$ cat src/rtl/blend_sad_pkg.sv
package blend_sad_pkg;
  localparam int LANE_COUNT = 8;
  localparam int BLEND_BITS = 6;
  localparam int MASK_W     = 8;
  localparam int WCODE_W    = 3;
  localparam int MAX_WIDTH  = 128;
  localparam int MIN_WIDTH  = 4;

  typedef struct packed {
    logic                  clearAcc;
    logic                  addBeat;
    logic                  swapSel;
    logic [LANE_COUNT-1:0] laneEn;
  } dpCtrl_t;
endpackage

$ cat src/rtl/blend_sad_ctrl.sv
module blend_sad_ctrl
  import blend_sad_pkg::*;
#(
  parameter int HEIGHT_W = 8
) (
  input  logic               clk,
  input  logic               rstN,
  input  logic               startPulse,
  input  logic [WCODE_W-1:0] widthCode,
  input  logic [HEIGHT_W-1:0] heightRows,
  input  logic               invertSel,
  input  logic               beatValid,
  output logic               beatReady,
  output logic               busy,
  output logic               donePulse,
  output dpCtrl_t            strobes
);
  localparam int BEAT_W = $clog2(MAX_WIDTH / LANE_COUNT) + 1;
  localparam int PIX_W  = $clog2(MAX_WIDTH) + 2;

  logic               busyQ, doneQ, invQ;
  logic [WCODE_W-1:0] wcQ;
  logic [HEIGHT_W-1:0] heightQ, rowIdx;
  logic [BEAT_W-1:0]  beatIdx, beatsM1;
  logic               fire, lastBeat, lastRow, accept;
  logic [LANE_COUNT-1:0] laneEn;

  assign beatsM1  = (wcQ <= WCODE_W'(1)) ? '0
                  : ((BEAT_W'(1) << (wcQ - WCODE_W'(1))) - BEAT_W'(1));
  assign fire     = busyQ & beatValid;
  assign accept   = ~busyQ & startPulse;
  assign lastBeat = (beatIdx == beatsM1);
  assign lastRow  = (rowIdx == heightQ - HEIGHT_W'(1));

  for (genvar k = 0; k < LANE_COUNT; k++) begin : g_laneEn
    assign laneEn[k] = (PIX_W'(k) < (PIX_W'(MIN_WIDTH) << wcQ));
  end

  always_ff @(posedge clk) begin
    if (!rstN) begin
      busyQ   <= 1'b0;
      doneQ   <= 1'b0;
      invQ    <= 1'b0;
      wcQ     <= '0;
      heightQ <= '0;
      rowIdx  <= '0;
      beatIdx <= '0;
    end else begin
      doneQ <= 1'b0;
      if (accept) begin
        busyQ   <= 1'b1;
        wcQ     <= widthCode;
        heightQ <= heightRows;
        invQ    <= invertSel;
        rowIdx  <= '0;
        beatIdx <= '0;
      end else if (fire) begin
        if (lastBeat) begin
          beatIdx <= '0;
          if (lastRow) begin
            busyQ <= 1'b0;
            doneQ <= 1'b1;
          end else begin
            rowIdx <= rowIdx + HEIGHT_W'(1);
          end
        end else begin
          beatIdx <= beatIdx + BEAT_W'(1);
        end
      end
    end
  end

  assign beatReady        = busyQ;
  assign busy             = busyQ;
  assign donePulse        = doneQ;
  assign strobes.clearAcc = accept;
  assign strobes.addBeat  = fire;
  assign strobes.swapSel  = invQ;
  assign strobes.laneEn   = laneEn;
endmodule

$ cat src/rtl/blend_sad_dp.sv
module blend_sad_dp
  import blend_sad_pkg::*;
#(
  parameter int SAMPLE_W = 8,
  parameter int ACC_W    = 32
) (
  input  logic                           clk,
  input  logic                           rstN,
  input  dpCtrl_t                        strobes,
  input  logic [LANE_COUNT*SAMPLE_W-1:0] srcBeat,
  input  logic [LANE_COUNT*SAMPLE_W-1:0] refBeat,
  input  logic [LANE_COUNT*SAMPLE_W-1:0] secBeat,
  input  logic [LANE_COUNT*MASK_W-1:0]   maskBeat,
  output logic [ACC_W-1:0]               sadAcc
);
  localparam int FULL_WT = 1 << BLEND_BITS;
  localparam int HALF_WT = FULL_WT >> 1;
  localparam int PROD_W  = SAMPLE_W + MASK_W + 3;
  localparam logic [PROD_W-1:0] MAXV = PROD_W'((1 << SAMPLE_W) - 1);

  logic [SAMPLE_W-1:0] laneDiff [LANE_COUNT];
  logic [ACC_W-1:0]    beatSum;

  for (genvar k = 0; k < LANE_COUNT; k++) begin : g_lane
    logic [SAMPLE_W-1:0] s, a, b, pred;
    logic [MASK_W-1:0]   m;
    logic [MASK_W:0]     mc;
    logic [PROD_W-1:0]   mix, scaled;

    assign s  = srcBeat[k*SAMPLE_W +: SAMPLE_W];
    assign m  = maskBeat[k*MASK_W +: MASK_W];
    assign a  = strobes.swapSel ? secBeat[k*SAMPLE_W +: SAMPLE_W]
                                : refBeat[k*SAMPLE_W +: SAMPLE_W];
    assign b  = strobes.swapSel ? refBeat[k*SAMPLE_W +: SAMPLE_W]
                                : secBeat[k*SAMPLE_W +: SAMPLE_W];
    assign mc = (MASK_W+1)'(FULL_WT) - {1'b0, m};
    assign mix = PROD_W'(m) * PROD_W'(a) + PROD_W'(mc) * PROD_W'(b)
               + PROD_W'(HALF_WT);
    assign scaled = mix >> BLEND_BITS;
    assign pred   = (scaled > MAXV) ? MAXV[SAMPLE_W-1:0] : scaled[SAMPLE_W-1:0];
    assign laneDiff[k] = !strobes.laneEn[k] ? '0
                       : (pred >= s) ? (pred - s) : (s - pred);
  end

  always_comb begin
    beatSum = '0;
    for (int k = 0; k < LANE_COUNT; k++) beatSum = beatSum + ACC_W'(laneDiff[k]);
  end

  always_ff @(posedge clk) begin
    if (!rstN)                 sadAcc <= '0;
    else if (strobes.clearAcc) sadAcc <= '0;
    else if (strobes.addBeat)  sadAcc <= sadAcc + beatSum;
  end
endmodule

$ cat src/rtl/blend_sad_engine.sv
module blend_sad_engine
  import blend_sad_pkg::*;
#(
  parameter int SAMPLE_W = 8,
  parameter int HEIGHT_W = 8,
  parameter int ACC_W    = 32
) (
  input  logic                           clk,
  input  logic                           rstN,
  input  logic                           startPulse,
  input  logic [2:0]                     widthCode,
  input  logic [HEIGHT_W-1:0]            heightRows,
  input  logic                           invertSel,
  input  logic                           beatValid,
  input  logic [LANE_COUNT*SAMPLE_W-1:0] srcBeat,
  input  logic [LANE_COUNT*SAMPLE_W-1:0] refBeat,
  input  logic [LANE_COUNT*SAMPLE_W-1:0] secBeat,
  input  logic [LANE_COUNT*MASK_W-1:0]   maskBeat,
  output logic                           beatReady,
  output logic                           busy,
  output logic                           donePulse,
  output logic [ACC_W-1:0]               sadTotal
);
  dpCtrl_t strobes;

  blend_sad_ctrl #(.HEIGHT_W(HEIGHT_W)) u_ctrl (
    .clk(clk), .rstN(rstN), .startPulse(startPulse), .widthCode(widthCode),
    .heightRows(heightRows), .invertSel(invertSel), .beatValid(beatValid),
    .beatReady(beatReady), .busy(busy), .donePulse(donePulse),
    .strobes(strobes)
  );

  blend_sad_dp #(.SAMPLE_W(SAMPLE_W), .ACC_W(ACC_W)) u_dp (
    .clk(clk), .rstN(rstN), .strobes(strobes), .srcBeat(srcBeat),
    .refBeat(refBeat), .secBeat(secBeat), .maskBeat(maskBeat),
    .sadAcc(sadTotal)
  );
endmodule

$ cat config.mk
export PLATFORM = sky130hd
export DESIGN_NAME = blend_sad_engine
export DESIGN_NICKNAME = d
export VERILOG_FILES = /design/src/rtl/blend_sad_pkg.sv /design/src/rtl/blend_sad_ctrl.sv /design/src/rtl/blend_sad_dp.sv /design/src/rtl/blend_sad_engine.sv
export SDC_FILE = /design/constraint.sdc
export NUM_CORES = 2
export LEC_CHECK = 0
export ABC_AREA = 1
export BUFFER_PORTS_ARGS = -buffer_cell sky130_fd_sc_hd__buf_2
export CAP_MARGIN = 20
export CORE_UTILIZATION = 65
export CTS_CLUSTER_SIZE = 14
export DETAILED_ROUTE_END_ITERATION = 10
export PLACE_DENSITY = 0.92
export SYNTH_ARGS = -nofsm -noshare
export SYNTH_HDL_FRONTEND = slang
export SYNTH_SLANG_ARGS = --single-unit
export TNS_END_PERCENT = 10
$ cat constraint.sdc
create_clock -name clk -period 20.2 [get_ports clk]
set_clock_uncertainty 0.15 [all_clocks]
set_input_delay 3.03 -clock clk [delete_from_list [all_inputs] [get_ports clk]]
set_output_delay 3.03 -clock clk [all_outputs]
set_load 0.05 [all_outputs]
==> results_dict.tcl <==
set metrics [dict create \
    status "finished clean" \
    viasPerCell 5.58 \
    worst_slew_pin_slew_ns 1.07 \
    yosysTopAreaCell "fa_1" \
    finalSetupViolCount 0 \
    endpoint_kind "register" \
    hold_path.class "register to register" \
    ys_warn_count 0 \
    h-tree-depth 3 \
    crit_fanout 13 \
    cts_tree "built" \
    ys_top_cells_by_area "fa_1 (34%), ha_1 (17%), inv_1 (13%)" \
    ys_async_sr_fraction_pct 0 \
    dr.pass1.iters 6 \
    clkLatencyLatePin_ns 0.33 \
    drt_wl_total_um 136000 \
    finalHoldViolations 0 \
    criticalPathCategory "input port to register" \
    crit_buf_inv 10 \
    required_ns 20.26 \
    postRouteAntennaNets 0 \
    cts_hold_buffers 0 \
    fmax_mhz 58.4 \
    fin_crit_ns 17.12 \
    grt_pass1_wl_um 228000 \
    die-area_um2 80800 \
    cts_buffer_depth 2 \
    synth-edff-count 0 \
    crit_family "adder cells" \
    post-cts-setup-buffer-count 0 \
    area_growth_pct 5.72 \
    cpPeakStageDelay_ns 0.58 \
    die_w_um 284 \
    synth.distinct_cells 57 \
    synth-seq-cells 59 \
    cap_violations 0 \
    io_buffers 306 \
    slew-limit-headroom_pct 27.9 \
    boundaryPins 307 \
    grt.overflow.total 0 \
    cts_sinks 59 \
    slowest_stage "fa_1" \
    fillers 6432 \
    synth_cells 7236 \
    cpMostUsedCell "fa_1" \
    cp.arrival_ns 17.18 \
    ctsResizeCount 0 \
    antenna_found_initial 41 \
    core_um2 78900 \
    clk_pin_slew_ns 0.05 \
    cts_buffers 9 \
    hpwlAfterDp_um 120000 \
    row_count 103 \
    seq_area_frac_synth_pct 2.28 \
    seq_area_um2 1180 \
    synth_flop_cell "dfxtp_1" \
    final_max_slew_viol_count 0 \
    synth_area_um2 51800 \
    drc 0 \
    gp_congestion 1.04 \
    root_buffer "clkbuf_16" \
    grtUsageTotal_pct 34.2 \
    nets 9333 \
    grt_max_degree 99 \
    rsz0062_at_grt "no" \
    vias 47800 \
    grt_pass1_vias 48900 \
    fin_crit_sh_pct 84.8 \
    drive_gt1_share_pct 6.38 \
    drtIter0Drc 3904 \
    multi_input_area_um2 43700 \
    cp-start-kind "input port" \
    die_h_um 284 \
    synth.top_cell.area_share_pct 34.3 \
    finalSetupTns_ns 0 \
    start_util_pct 65.7 \
    syn-num-nets 9087 \
    wl_per_cell_um 15.9 \
    avgSynthCellArea_um2 7.16 \
]
[Yosys cell counts, types with 12 or more instances]
library cell and count:
xor2_1 97, o21a_1 12, clkbuf_1 69, dfxtp_1 59
fa_1 888, o21ai_1 45, nand2_1 1434, xnor2_1 40
ha_1 691, nor2_1 932, a21oi_1 261, nor2_2 14
or2_2 74, nand3_1 264, nor3_1 50, inv_1 1754
o21ai_0 257, nand4_1 69, nand3b_1 25, o221ai_1 24
o21bai_1 20, a21o_1 15, nand2_2 19
[per-stage QoR]
| step | area [um2] | utilization, % | instances | hold slack [ns] | setup slack, ns |
|---|---|---|---|---|---|
| floorplan | 51800 | - | 7236 | 0.298 | 4.59 |
| global placement | 54400 | 69.0 | 8521 | 0.305 | 3.23 |
| detailed placement | 54400 | 69.0 | 8521 | 0.320 | 2.89 |
| CTS | 54700 | 69.3 | 8537 | 0.324 | 3.20 |
| global route | 54700 | 69.4 | 8553 | 0.376 | 1.99 |
| finish | 54800 | 69.4 | 8562 | 0.337 | 3.08 |
[kinds of logic (layout without fill, tap and decap cells)]
| group | Yosys count | in the layout | share of synthesized area (%) |
|---|---|---|---|
| flops | 59 | 59 | 2.28 |
| mux | 7 | 7 | 0.135 |
| buf+inv | 1845 | 2096 | 13.4 |
| simple gates | 2927 | 2927 | 23.5 |
| xor+xnor | 138 | 138 | 2.35 |
| compound gates | 681 | 681 | 7.28 |
| other cells | 0 | 25 | 0 |
| fa+ha+maj | 1579 | 1579 | 51.0 |
[layer usage]
metal	vias up	share of wire (%)	wire length, um	global-route usage [%]
met5	-	0.20	276	0
met4	42	5.0	6820	15.3
met3	492	8.6	11800	5.57
met2	2317	48	65700	59.4
met1	22500	38	51500	41.6
li1	22400	-	-	-
[placed cells by master, fill, tap and decap left out, types with 5 or more instances in the layout]
master and n:
dfxtp_1 58, o21ai_1 45, nand3b_1 25, mux2i_1 7, nor2_1 932, a21o_1 15, nand4_1 69, nand3_2 6
xor2_1 97, nor2_2 14, nand3_1 264, ha_1 691, clkinv_1 6, o221ai_1 24, fa_1 888, nor3_1 50
diode_2 25, and2_1 8, a21oi_1 261, nor2_4 6, inv_1 1754, buf_2 306, nand2_1 1434, o21bai_1 20
o21a_1 12, clkbuf_16 10, inv_2 6, xnor2_1 40, buf_4 8, o211ai_1 10, a211oi_1 9, nand2_2 19
o21ai_0 257, a21boi_0 6, or2_2 74, a31oi_1 5, nor4_1 8
[state kept, by name (all words and copies together) (netlist names)]
name              cells
u_ctrl.beatReady      1
u_ctrl.wcQ            3
u_ctrl.donePulse      1
u_ctrl.rowIdx         8
u_ctrl.heightQ        8
u_ctrl.beatIdx        5
u_ctrl.invQ           1
u_dp.sadAcc          32
[area by class of cell]
type	instances	area share [%]
clock buffers	14	0.539
well taps	1050	2.40
diodes	25	0.114
inverters	1766	12.1
clock inverters	2	0.0274
repair buffers	314	2.91
multi-input cells	5332	79.7
flip-flops and latches	59	2.16
[path summary, 6_finish.rpt]
path / from / end / slack, ns / cells past startpoint
setup reg to reg: u_ctrl.invQ / u_dp.sadAcc[22] / 4.55 / 58
setup / recovery: maskBeat[16] / u_dp.sadAcc[22] / 3.08 / 60
hold reg to reg: u_dp.sadAcc[31] / u_dp.sadAcc[31] / 0.34 / 1
hold / removal: u_dp.sadAcc[31] / u_dp.sadAcc[31] / 0.34 / 1
Power is not shown: default switching activity piles up to over one toggle a cycle in this logic, so the estimate is an artifact.
